**src/rtl/cfg_loader_pkg.sv**
```systemverilog
package cfg_loader_pkg;

    localparam int unsigned FRAME_BITS  = 18;
    localparam int unsigned SLOT_ABITS  = 2;
    localparam int unsigned WORD_BITS   = FRAME_BITS - SLOT_ABITS;
    localparam int unsigned SLOT_COUNT  = 1 << SLOT_ABITS;
    localparam int unsigned SYNC_DEPTH  = 2;

    // Position of each serial wire inside the synchronized bundle
    typedef enum int unsigned {
        WIRE_DATA = 0,
        WIRE_CLK  = 1,
        WIRE_LOAD = 2
    } wire_idx_e;

    localparam int unsigned WIRE_COUNT = 3;

    // Update state of one staged slot
    typedef enum logic {
        SLOT_IDLE    = 1'b0,
        SLOT_WAITING = 1'b1
    } slot_state_e;

endpackage

```
**src/rtl/cfg_sync.sv**
```systemverilog
module cfg_sync #(
    parameter int unsigned WIDTH  = 3,
    parameter int unsigned STAGES = 2
) (
    input  logic             clk,
    input  logic             rst,
    input  logic [WIDTH-1:0] async_i,
    output logic [WIDTH-1:0] sync_o
);

    logic [WIDTH-1:0] chain_q [STAGES];

    always_ff @(posedge clk) begin
        if (rst) begin
            for (int i = 0; i < STAGES; i++) chain_q[i] <= '0;
        end else begin
            chain_q[0] <= async_i;
            for (int i = 1; i < STAGES; i++) chain_q[i] <= chain_q[i-1];
        end
    end

    assign sync_o = chain_q[STAGES-1];

endmodule

```
**src/rtl/cfg_shifter.sv**
```systemverilog
module cfg_shifter #(
    parameter int unsigned SR_W = 18
) (
    input  logic            clk,
    input  logic            rst,
    input  logic            sclk_lvl_i,
    input  logic            sdat_lvl_i,
    output logic [SR_W-1:0] frame_o
);

    logic            sclk_prev_q;
    logic            shift_en;
    logic [SR_W-1:0] sr_q;

    assign shift_en = sclk_lvl_i & ~sclk_prev_q;

    always_ff @(posedge clk) begin
        if (rst) begin
            sclk_prev_q <= 1'b0;
            sr_q        <= '0;
        end else begin
            sclk_prev_q <= sclk_lvl_i;
            if (shift_en) sr_q <= {sr_q[SR_W-2:0], sdat_lvl_i};
        end
    end

    assign frame_o = sr_q;

    // the newest bit lands at the bottom of the register
    assert_shift_lsb_R2: assert property (@(posedge clk) disable iff (rst)
        shift_en |=> sr_q[0] == $past(sdat_lvl_i));

    // older bits move up one place on each edge
    assert_shift_up_R2: assert property (@(posedge clk) disable iff (rst)
        shift_en |=> sr_q[SR_W-1:1] == $past(sr_q[SR_W-2:0]));

    // without a serial clock rise the register is frozen
    assert_sr_frozen_R9: assert property (@(posedge clk) disable iff (rst)
        !shift_en |=> $stable(sr_q));

endmodule

```
**src/rtl/cfg_slot.sv**
```systemverilog
module cfg_slot
    import cfg_loader_pkg::*;
#(
    parameter int unsigned DATA_W = 16
) (
    input  logic              clk,
    input  logic              rst,
    input  logic              load_i,
    input  logic [DATA_W-1:0] payload_i,
    input  logic              tc_i,
    output logic [DATA_W-1:0] hold_o,
    output logic [DATA_W-1:0] active_o,
    output logic              pending_o
);

    logic [DATA_W-1:0] hold_q;
    logic [DATA_W-1:0] active_q;
    slot_state_e       state_q;

    // A load in the same cycle as terminal count wins: the new word waits
    always_ff @(posedge clk) begin
        if (rst) begin
            hold_q   <= '0;
            active_q <= '0;
            state_q  <= SLOT_IDLE;
        end else if (load_i) begin
            hold_q  <= payload_i;
            state_q <= SLOT_WAITING;
        end else if (state_q == SLOT_WAITING && tc_i) begin
            active_q <= hold_q;
            state_q  <= SLOT_IDLE;
        end
    end

    assign hold_o    = hold_q;
    assign active_o  = active_q;
    assign pending_o = (state_q == SLOT_WAITING);

    assert_load_marks_R4: assert property (@(posedge clk) disable iff (rst)
        load_i |=> pending_o && hold_q == $past(payload_i));

    assert_active_on_tc_R5: assert property (@(posedge clk) disable iff (rst)
        !$stable(active_q) |-> $past(tc_i) && $past(pending_o));

    assert_pending_drop_R5: assert property (@(posedge clk) disable iff (rst)
        $fell(pending_o) |-> $past(tc_i) && active_q == $past(hold_q));

    assert_idle_tc_R6: assert property (@(posedge clk) disable iff (rst)
        (tc_i && !pending_o) |=> $stable(active_q));

    assert_hold_only_on_load_R3: assert property (@(posedge clk) disable iff (rst)
        !$stable(hold_q) |-> $past(load_i));

endmodule

```
**src/rtl/cfg_serial_loader.sv**
```systemverilog
module cfg_serial_loader
    import cfg_loader_pkg::*;
#(
    parameter int unsigned SR_W       = FRAME_BITS,
    parameter int unsigned ADDR_W     = SLOT_ABITS,
    parameter int unsigned SYNC_STAGE = SYNC_DEPTH,
    localparam int unsigned DATA_W    = SR_W - ADDR_W,
    localparam int unsigned SLOTS     = 1 << ADDR_W
) (
    input  logic                    clk,
    input  logic                    rst,
    input  logic                    ser_clk_i,
    input  logic                    ser_data_i,
    input  logic                    ser_load_i,
    input  logic [SLOTS-1:0]        tc_i,
    output logic [SLOTS*DATA_W-1:0] hold_o,
    output logic [SLOTS*DATA_W-1:0] active_o,
    output logic [SLOTS-1:0]        pending_o
);

    logic [WIRE_COUNT-1:0] wires_raw;
    logic [WIRE_COUNT-1:0] wires_lvl;
    logic [SR_W-1:0]       frame;
    logic [ADDR_W-1:0]     frame_addr;
    logic [DATA_W-1:0]     frame_word;
    logic                  load_prev_q;
    logic                  load_rise;
    logic [SLOTS-1:0]      load_vec;

    always_comb begin
        wires_raw            = '0;
        wires_raw[WIRE_DATA] = ser_data_i;
        wires_raw[WIRE_CLK]  = ser_clk_i;
        wires_raw[WIRE_LOAD] = ser_load_i;
    end

    cfg_sync #(
        .WIDTH  (WIRE_COUNT),
        .STAGES (SYNC_STAGE)
    ) u_sync (
        .clk     (clk),
        .rst     (rst),
        .async_i (wires_raw),
        .sync_o  (wires_lvl)
    );

    cfg_shifter #(
        .SR_W (SR_W)
    ) u_shift (
        .clk        (clk),
        .rst        (rst),
        .sclk_lvl_i (wires_lvl[WIRE_CLK]),
        .sdat_lvl_i (wires_lvl[WIRE_DATA]),
        .frame_o    (frame)
    );

    // Address rides in the two bits shifted last
    assign frame_addr = frame[ADDR_W-1:0];
    assign frame_word = frame[SR_W-1:ADDR_W];

    always_ff @(posedge clk) begin
        if (rst) load_prev_q <= 1'b0;
        else     load_prev_q <= wires_lvl[WIRE_LOAD];
    end

    assign load_rise = wires_lvl[WIRE_LOAD] & ~load_prev_q;

    for (genvar s = 0; s < SLOTS; s++) begin : g_slot
        assign load_vec[s] = load_rise && (frame_addr == ADDR_W'(s));

        cfg_slot #(
            .DATA_W (DATA_W)
        ) u_slot (
            .clk       (clk),
            .rst       (rst),
            .load_i    (load_vec[s]),
            .payload_i (frame_word),
            .tc_i      (tc_i[s]),
            .hold_o    (hold_o[s*DATA_W +: DATA_W]),
            .active_o  (active_o[s*DATA_W +: DATA_W]),
            .pending_o (pending_o[s])
        );
    end

    // one strobe edge reaches exactly one slot
    assert_one_slot_R3: assert property (@(posedge clk) disable iff (rst)
        load_rise |-> $countones(load_vec) == 1);

    assert_no_load_idle_R9: assert property (@(posedge clk) disable iff (rst)
        !load_rise |=> $stable(pending_o) || $past(|tc_i));

    assert_strobe_single_R3: assert property (@(posedge clk) disable iff (rst)
        load_rise |=> !load_rise);

endmodule

```
**config.mk**
```make
export PLATFORM = sky130hd
export DESIGN_NAME = cfg_serial_loader
export DESIGN_NICKNAME = d
export VERILOG_FILES = /design/src/rtl/cfg_loader_pkg.sv /design/src/rtl/cfg_sync.sv /design/src/rtl/cfg_shifter.sv /design/src/rtl/cfg_slot.sv /design/src/rtl/cfg_serial_loader.sv
export SDC_FILE = /design/constraint.sdc
export NUM_CORES = 1
export LEC_CHECK = 0
export ABC_AREA = 1
export ABC_CLOCK_PERIOD_IN_PS = 1500
export BUFFER_PORTS_ARGS = -buffer_cell sky130_fd_sc_hd__buf_2
export CORE_ASPECT_RATIO = 2
export CORE_UTILIZATION = 53
export DETAILED_ROUTE_END_ITERATION = 10
export MAX_ROUTING_LAYER = met4
export PLACE_DENSITY = 0.77
export SLEW_MARGIN = 5
export SYNTH_ARGS = -nofsm -noshare
export SYNTH_HDL_FRONTEND = slang
export SYNTH_SLANG_ARGS = --single-unit
```
**constraint.sdc**
```tcl
create_clock -name clk -period 1.5 [get_ports clk]
set_clock_uncertainty 0.15 [all_clocks]
set_input_delay 0.075 -clock clk [delete_from_list [all_inputs] [get_ports clk]]
set_output_delay 0.075 -clock clk [all_outputs]
set_load 0.005 [all_outputs]
```
==> results by group, run 1 <==
Yosys
  • Ranking of synthesized cells by instance count: nor2_1 (264), dfxtp_1 (158), nand2_1 (137)
  • Area leader, netlist: dfxtp_1
  • #FFs+latches synth: 158
  • Async SR Flop Fraction: 0
  • Synth Cell Area: 6120 µm²
  • Post-synth net total: 851
  • Seq/Total Area, Yosys: 0.517
  • Post-synth cell types: 21
  • Synth warn: 0
  • Number of synthesized flops with an enable pin: 0
  • Top FF cell, synth: dfxtp_1
  • Cells after Synth: 842
  • Leading post-synthesis cells by cell area: dfxtp_1 (52%), nor2_1 (16%), nand2_1 (8.4%)
  • Share of the synthesized area in the top cell type: 0.517
  • Syn avg cell area: 7.27 µm²
  • Count leader, synth: nor2_1

Pwr
  • P per Cell Area: roughly 1200 nW/µm²
  • Final total power: 8.72 mW
  • Peak VDD IR: 0.905 mV
  • Leakage: a little under 4 nW

Cells and area
  • Fillers: 1009
  • # diodes: 0
  • Layout cells sized above 1: 0.207
  • Final core occ: 0.666
  • Area occupied by multi-input gates: around 2300 µm²
  • Sequential cell area: 3170 µm²
  • Post-route cell area: roughly 7500 µm²
  • Nets: between 900 and 1000
  • Area added between synthesis and finish: 22.8%

Critical path
  • CP Buf/Inv Count: 1
  • WP data arrival: 1.61 ns
  • CP max-delay cell: dfxtp_1
  • R2R Path Start: load_prev_q
  • Critical Path Sink Type: flop
  • CP Data Required Time: 1.65 ns
  • Critical Path, Cell by Cell: nor2_8 > nand2_4 > buf_4 > o21ai_0 > nor2_1
  • Setup crit start kind: flop
  • Worst path top cell family by delay: simple AND/OR/NAND/NOR gates
  • Critical path class: flop to flop
  • Worst Setup SP: load_prev_q
  • Crit-path max FO: 13
  • Largest stage delay on the critical path: between 0.3 and 0.4 ns

Floorplanning
  • Initial Util: 0.542
  • Rows: 55
  • Die span in x: 78.0 µm
  • Die height: 154 µm
  • DIE AREA: 12000 µm²
  • Core area: approximately 11000 µm²
  • Io pins: between 100 and 150

Clocking
  • Clock buffer depth: 2
  • Htree depth: 4
  • CTS Buf Count: 17
  • Clk root buf: clkbuf_16
  • Clock sink total: roughly 160
  • Clock transition at path regs: 0.06 ns
  • Clock Latency Late Sink: around 0.41 ns
  • CTS tree: built

Min path
  • Hold_sp: ser_data_i
  • Hold Path Class: input pin to flop

GRT
  • Initial antenna violation count: 0
  • Grt ovf: 0
  • Largest net degree at the start of global routing: 82
  • GRT Overall Usage: 0.255
  • Vias in the first global route: 4900
  • First-pass GRT wire length: 23100 µm

Outcome
  • Status: finished clean

STA
  • RSZ-0062 raised after global routing: yes
  • Final period util: 0.973
  • Setup violators final: 0
  • Period minus WS final: around 1.5 ns
  • Max-slew violation count: 0
  • Fmax: 685 MHz
  • Fin Hold WS: 0.248 ns
  • Final Hold Viols: 0
  • Actual slew at the worst max-slew pin: 0.388 ns
  • Relative slew slack: 0.741

Drt
  • Final WL: 14300 µm
  • WL met3: 683 µm
  • Iter 0 DRT Violations: 248
  • WL met2: 7510 µm
  • Vias: approximately 5400
  • 1st-pass router iterations: 4
  • Drt wl/cell: 12.7 µm
  • DRT antenna net count: 0
  • Met1 wire length: 5640 µm
  • Top Metal Used: met4
  • Via density: 4.78
  • DR DRC count: 0

Placed design
  • Placer Congestion: 0.789
  • Placed Area: just under 7000 µm²
  • Dpl hpwl: 9710 µm
  • PortBufs: 140

Flow run
  • Max cap viols: 0
==> final cells by class <==
cell class              instances  area share
flip-flops and latches        158       0.421
repair buffers                163       0.122
multi-input cells             534       0.307
clock inverters                 7     0.00832
inverters                     105      0.0531
clock buffers                  24      0.0641
well taps                     142      0.0236
==> per-stage QoR <==
stage | TNS [ns] | std cells | worst slack, ns
4_1_cts | 0 | 1132 | 0.0500
3_5_place_dp | 0 | 1093 | 0.0678
6_report | 0 | 1133 | 0.0406
3_3_place_gp | 0 | 1093 | 0.0905
5_1_grt | -0.0177 | 1133 | -0.0144
2_1_floorplan | 0 | 842 | 0.231
==> flip-flops by register name (all words and copies together) (netlist names) <==
| register | count |
|---|---|
| g_slot.u_slot.active_o | 64 |
| g_slot.u_slot.hold_o | 64 |
| g_slot.u_slot.pending_o | 4 |
| load_prev_q | 1 |
| u_shift.frame_o | 18 |
| u_shift.sclk_prev_q | 1 |
| u_sync.chain_q | 6 |
==> worst reg2reg max path: cells and delay by family (launching register included) <==
kind	cells	cell delay, ns
AND/OR/NAND/NOR	3	0.44
flip-flops	1	0.35
AO/OA/AOI/OAI	1	0.22
buffers and inverters	1	0.19
==> layer usage <==
metal | global-route usage | vias up
met3 | 0.0558 | 32
met2 | 0.437 | 166
met1 | 0.269 | 2422
met5 | - | -
li1 | - | 2798
met4 | 0.135 | 0
==> power breakdown <==
group / internal (mW) / switching (mW) / leakage, nW / total (mW)
combinational: 0.159 / 0.235 / 2.36 / 0.394
clock: 2.39 / 1.56 / 0.270 / 3.95
sequential: 4.28 / 0.0946 / 1.28 / 4.38
total: 6.83 / 1.89 / 3.91 / 8.72
==> path summary, 6_finish.rpt <==
path                                end  slack, ns  depth (start not counted)
max          g_slot[0].u_slot.hold_o[3]       0.04                          5
min                u_sync.chain_q[0][0]       0.25                          4
max reg2reg  g_slot[0].u_slot.hold_o[3]       0.04                          5
min reg2reg        u_sync.chain_q[0][3]       0.25                          2
==> what timing repair did <==
action / 4_1_cts / 5_1_grt
setup buffers: 0 / 0
endpoints found under the setup margin: 0 / 56
gates resized for setup: 0 / 11
hold endpoints to repair: 20 / 0
hold buffers: 8 / 0
==> cell families after synthesis <==
family | Yosys count | synth area share
and+or+nand+nor | 444 | 0.298
buffers and inverters | 151 | 0.112
DFF | 158 | 0.517
AOI/OAI and AO/OA | 89 | 0.0728
==> cells in the final DEF (no fill, tap or decap) <==
cell and instances:
clkinv_1 2, o21ai_0 80, nand3b_1 16, o21ai_1 2
dlygate4sd3_1 8, buf_2 140, buf_12 2, nand2_4 5
inv_2 6, nor2_1 264, nand2_8 3, clkbuf_8 3
dfxtp_1 156, inv_4 1, nand2_2 1, dfxtp_2 2
bufinv_16 1, nor2_8 1, a21oi_1 7, clkinvlp_4 1
clkbuf_16 17, nor2_2 1, clkbuf_1 4, nand2_1 137
buf_4 13, inv_1 94, clkinv_2 7, nor2_4 1
nand3_1 16
(Power assumes the default switching activity.)
==> run 2, diff against run 1 <==
- CELL_PAD_IN_SITES_DETAIL_PLACEMENT: default -> 2
- CELL_PAD_IN_SITES_GLOBAL_PLACEMENT: default -> 2
- CORE_UTILIZATION: 53 -> 29
- HOLD_SLACK_MARGIN: default -> 0.02
- PLACE_DENSITY: 0.77 -> 0.76
==> run 2 against run 1 <==
Effect of this change:
- hold slack better by 0.021 ns
- critical endpoint is now g_slot[2].u_slot.hold_o[5]
- first-iteration DRC count shrank 37%
- flip-flop and latch count unchanged
- combinational power increased by 18%
- clock power increased by 14%
- cell area grew 5.7%
- die area up 81%
- worst setup slack improved by 0.024 ns
- routed wire length is 39% higher
- largest power group is now the clock network
- clock-buffer cell count is 5 lower
- non-clock buffer count is 16 higher
- critical path depth increased by 2
==> results by group, run 2 (same netlist as run 1, synthesis figures left out) <==
STA
  • Max-slew violation count: 0
  • Fmax: 697 MHz
  • Final TNS setup: 0 ns
  • Setup violators final: 0
  • Relative slew slack: 0.700
  • Actual slew at the worst max-slew pin: 0.449 ns
  • Final period util: 0.957
  • Final worst slack: about 0.064 ns
  • Final Hold Viols: 0
  • Period minus WS final: 1.44 ns
  • RSZ-0062 raised after global routing: yes

Critical path
  • Worst path top cell family by delay: flip-flops
  • Critical path class: flop to flop
  • CP Data Required Time: around 1.7 ns
  • Reg2reg path depth: 7
  • Largest stage delay on the critical path: 0.33 ns
  • Critical Path, Cell by Cell: inv_2 > nor2_8 > buf_12 > buf_4 > nand2_4 > o21ai_0 > nor2_1
  • Critical Path Sink Type: flop
  • CP Buf/Inv Count: 3
  • Critical path depth in cells: 7
  • CP max-delay cell: dfxtp_1
  • Setup crit start kind: flop
  • Crit-path max FO: 10
  • WP data arrival: roughly 1.6 ns

Drt
  • Drt wl/cell: 15.7 µm
  • Vias: 5705
  • Iter 0 DRT Violations: between 150 and 200
  • Final WL: approximately 20000 µm
  • DR DRC count: 0
  • DRT antenna net count: 0
  • Via density: 4.48
  • 1st-pass router iterations: 4

Outcome
  • Status: finished clean

Clocking
  • Clock transition at path regs: 0.06 ns
  • Htree depth: 4
  • Clock sink total: 158
  • Clk root buf: clkbuf_16
  • CTS tree: built
  • CTS Buf Count: 17
  • Clock buffer depth: 2
  • Clock Latency Late Sink: 0.43 ns

Floorplanning
  • Core area: approximately 20000 µm²
  • Io pins: 141
  • Initial Util: 0.298
  • Rows: 74
  • DIE AREA: 21700 µm²
  • Die span in x: 105 µm
  • Die height: roughly 210 µm

Min path
  • Hold depth: 4
  • Hold Path Class: input pin to flop

Placed design
  • Placed cells: 1221
  • Placer Congestion: between 0.7 and 0.8
  • Dpl ws: 0.00364 ns
  • PortBufs: 140
  • Dpl hpwl: 13800 µm

Cells and area
  • Nets: 1004
  • Most common cell after layout, fill and taps aside: nor2_1
  • Most frequent cells in the layout: nor2_1 (263), dfxtp_1 (156), buf_2 (140)
  • Area added between synthesis and finish: 29.9%
  • Layout cells sized above 1: 0.216
  • Final non-filler cell total: 1274
  • # diodes: 0

Flow run
  • Max cap viols: 0

GRT
  • Grt ovf: 0
  • Largest net degree at the start of global routing: 49
  • GR Util met1: 0.199
  • Vias in the first global route: between 6000 and 7000
  • First-pass GRT wire length: 32100 µm
  • GR Layer Usage met2: 0.371
  • GRT Overall Usage: 0.198
  • Met3 usage: 0.0411
  • Gr busiest metal: met2
  • Initial antenna violation count: 0

Pwr
  • Peak VDD IR: just over 0.7 mV
  • P per Cell Area: approximately 1200 nW/µm²
  • Leakage: 4.03 nW
==> run 2: cell count changes in the layout (fill, tap and decap cells not counted), sizes merged <==
cell	delta
buf	+7
bufinv	+2
clkbuf	-5
clkinv	-1
clkinvlp	+4
dlygate4sd3	+9
inv	+1
==> run 2: where the power goes <==
| group | internal [mW] | switching [mW] | total, mW |
|---|---|---|---|
| Clock | 2.71 | 1.82 | 4.52 |
| Sequential | 4.28 | 0.107 | 4.38 |
| Combinational | 0.194 | 0.271 | 0.465 |
| Total | 7.18 | 2.19 | 9.37 |
==> run 2: worst paths after layout <==
path	from	endpoint	slack, ns
min	ser_load_i	u_sync.chain_q[0][2]	0.27
max reg2reg	u_sync.chain_q[0][5]	g_slot[2].u_slot.hold_o[5]	0.06
min reg2reg	u_sync.chain_q[0][2]	u_sync.chain_q[0][5]	0.30
max	u_sync.chain_q[0][5]	g_slot[2].u_slot.hold_o[5]	0.06
==> run 2: what timing repair did <==
item,4_1_cts,5_1_grt
buffers inserted,0,2
hold endpoints to repair,55,0
gates cloned,0,1
setup endpoints to repair,3,77
gates resized for setup,2,26
hold buffers,18,0
==> run 2: routing by layer <==
layer	up-vias	routed length, µm
li1	2835	-
met1	2745	7820
met2	101	11100
met3	24	580
met4	0	475
met5	-	0
==> run 2: layout make-up <==
class	instances	area, µm²
fill	2497	12600
sequential	158	3170
multi-input combinational	534	2330
timing repair buffer	179	1110
clock buffer	19	453
inverter	105	399
tap	266	333
clock inverter	13	164
==> run 2: worst min-delay path, cell delays in order <==
cell and delay (ns):
dlygate4sd3_1 0.53, buf_2 0.12, inv_1 0.04, nor2_1 0.05
==> run 2: stage by stage <==
step | hold slack, ns | power (mW) | area, µm² | util
after floorplan | 0.0320 | 4.68 | 6120 | -
after global placement | 0.144 | 4.87 | 7040 | 0.343
after detailed placement | 0.136 | 4.89 | 7040 | 0.343
after CTS | 0.255 | 9.52 | 7870 | 0.383
after global routing | 0.284 | 9.75 | 7950 | 0.387
final | 0.269 | 9.37 | 7950 | 0.387
==> run 3, diff against run 2 <==
- ABC_AREA: 1 -> default
- CORE_UTILIZATION: 29 -> 32
- PLACE_DENSITY: 0.76 -> 0.77
==> run 3 against run 2 <==
Effect of this change:
- the run now ends with setup timing left
- area after synthesis up 0.14%
- utilization is 4.9 points higher
- fmax decreased by 12%
- non-clock buffer count is 4 higher
- first-iteration DRC count fell by 12%
- register-to-register slack lost 0.19 ns
- critical path type unchanged
- critical endpoint is now g_slot[0].u_slot.active_o[5]
- largest power group is now registers
- highest routed layer unchanged
==> results by group, run 3 <==
STA
  • Final Hold Viols: 0
  • RSZ-0062 raised after global routing: yes
  • Final period util: 1.08
  • Max-slew violation count: 0
  • Setup violators final: 47
  • Actual slew at the worst max-slew pin: approximately 0.45 ns
  • Final worst slack: -0.127 ns
  • Relative slew slack: 0.699
  • Period minus WS final: 1.63 ns
  • Fmax: 615 MHz

Critical path
  • Critical Path, Cell by Cell: or4b_4 > and3_4 > mux2i_1
  • CP max-delay cell: or4b_4
  • Setup crit start kind: flop
  • Critical Path Sink Type: flop
  • Crit-path max FO: 8
  • Largest stage delay on the critical path: between 0.5 and 0.6 ns
  • Critical path class: flop to flop
  • CP Buf/Inv Count: 0
  • WP data arrival: 1.82 ns
  • CP Data Required Time: 1.69 ns
  • Worst path top cell family by delay: simple AND/OR/NAND/NOR gates
  • R2r setup slk: -0.13 ns

Pwr
  • Leakage: 3.06 nW
  • P per Cell Area: around 1000 nW/µm²
  • Peak VDD IR: 0.671 mV

Cells and area
  • Layout cells sized above 1: 0.291
  • Area occupied by multi-input gates: 2870 µm²
  • Nets: 838
  • Fillers: 2030
  • Sequential cell area: 3170 µm²
  • Final non-filler cell total: around 1100
  • Post-route cell area: 8170 µm²
  • Area added between synthesis and finish: 33.2%
  • # diodes: 0
  • Most common cell after layout, fill and taps aside: nand2_1
  • Most frequent cells in the layout: nand2_1 (162), dfxtp_1 (154), buf_2 (139)

GRT
  • Initial antenna violation count: 0
  • GRT Overall Usage: 0.217
  • Grt ovf: 0
  • Largest net degree at the start of global routing: 60
  • First-pass GRT wire length: between 30000 and 40000 µm
  • Vias in the first global route: 5835

Floorplanning
  • Initial Util: 0.327
  • Rows: 71
  • Die height: between 150 and 200 µm
  • Core area: between 15000 and 20000 µm²
  • Io pins: 141
  • Die span in x: 99.9 µm
  • DIE AREA: 19700 µm²

Yosys
  • Count leader, synth: nand2_1
  • Post-synth net total: slightly below 700
  • Post-synth cell types: 20
  • Top FF cell, synth: dfxtp_1
  • Async SR Flop Fraction: 0
  • Synth warn: 0
  • Area leader, netlist: dfxtp_1
  • #FFs+latches synth: 158
  • Seq/Total Area, Yosys: 0.516
  • Number of synthesized flops with an enable pin: 0
  • Share of the synthesized area in the top cell type: 0.516
  • Leading post-synthesis cells by cell area: dfxtp_1 (52%), nand2b_1 (14%), mux2i_1 (10%)
  • Cells after Synth: 682
  • Syn avg cell area: between 8 and 9 µm²
  • Ranking of synthesized cells by instance count: nand2_1 (164), dfxtp_1 (158), nand2b_1 (133)
  • Synth Cell Area: 6130 µm²

Outcome
  • Failing checks: setup timing
  • Status: finished, violations left

Placed design
  • Placed Area: 7160 µm²
  • Dpl hpwl: 14000 µm
  • PortBufs: 140
  • Placer Congestion: slightly below 0.8
  • Placed cells: 1047

Flow run
  • Max cap viols: 0

Drt
  • Vias: 5291
  • Via density: 4.82
  • DR DRC count: 0
  • 1st-pass router iterations: 4
  • Iter 0 DRT Violations: 137
  • Drt wl/cell: ~19 µm
  • DRT antenna net count: 0
  • Final WL: approximately 21000 µm

Clocking
  • Clk root buf: clkbuf_16
  • CTS tree: built
  • CTS Buf Count: 17
  • Clock buffer depth: 2
  • Clock transition at path regs: 0.07 ns
  • Htree depth: 4
  • Clock Latency Late Sink: 0.43 ns
  • Clock sink total: 158

Min path
  • Hold Path Class: input pin to flop
## run 3: layer usage
layer / up-vias / track usage / share of wire
met5: - / - / 0
met1: 2642 / 0.211 / 0.36
met4: 0 / 0.0964 / 0.025
met3: 36 / 0.0339 / 0.029
met2: 122 / 0.412 / 0.59
li1: 2491 / - / -
## run 3: worst paths after layout
kind | start | to | cells after the start
worst max register to register | u_shift.frame_o[1] | g_slot[0].u_slot.active_o[5] | 3
worst min-delay path | ser_clk_i | u_sync.chain_q[0][1] | 3
worst max-delay path | u_shift.frame_o[1] | g_slot[0].u_slot.active_o[5] | 3
worst min register to register | u_sync.chain_q[0][1] | u_sync.chain_q[0][4] | 1
## run 3: cells by family (layout without fill, tap and decap cells)
group,Yosys count,after routing,synth area share
compound gates,86,86,0.0702
mux,64,64,0.105
simple gates,318,319,0.265
buf+inv,56,215,0.0441
flops,158,158,0.516
## run 3: stage by stage
stage               power (mW)  worst slack [ns]  setup TNS (ns)  utilization  hold slack [ns]
floorplan                 4.46            -0.378           -8.13            -           0.0532
global placement          4.53           -0.0855           -1.61        0.382            0.147
detailed placement        4.54            -0.153           -5.84        0.382            0.147
CTS                       8.63            -0.110           -3.30        0.423            0.257
global route              8.83            -0.123           -5.06        0.436            0.287
finish                    8.55            -0.127           -2.20        0.436            0.272
## run 3: what timing repair did
action,in CTS,in global routing
hold buffers,8,0
pin swaps,3,4
gates resized for setup,10,47
endpoints found under the setup margin,96,92
cloned,1,5
buffers inserted,4,0
hold endpoints to repair,28,0
## run 3: worst reg2reg max path: cells and delay by family, from the launching register on
family | cells | cell delay (ns)
multiplexers | 1 | 0.20
flip-flops | 1 | 0.34
AND/OR/NAND/NOR | 2 | 0.84
## run 3: final cells by class
type                            instances  share of cell area
Clock buffer                           19              0.0542
Timing Repair Buffer                  183               0.154
Clock inverter                         13              0.0129
Multi-Input combinational cell        469               0.352
Tap cell                              255              0.0391
Sequential cell                       158               0.388
## run 3: report_power, final
| group | switching, mW | total (mW) | internal (mW) |
|---|---|---|---|
| Clock | 1.88 | 4.07 | 2.19 |
| Combinational | 0.141 | 0.272 | 0.131 |
| Sequential | 0.00668 | 4.21 | 4.20 |
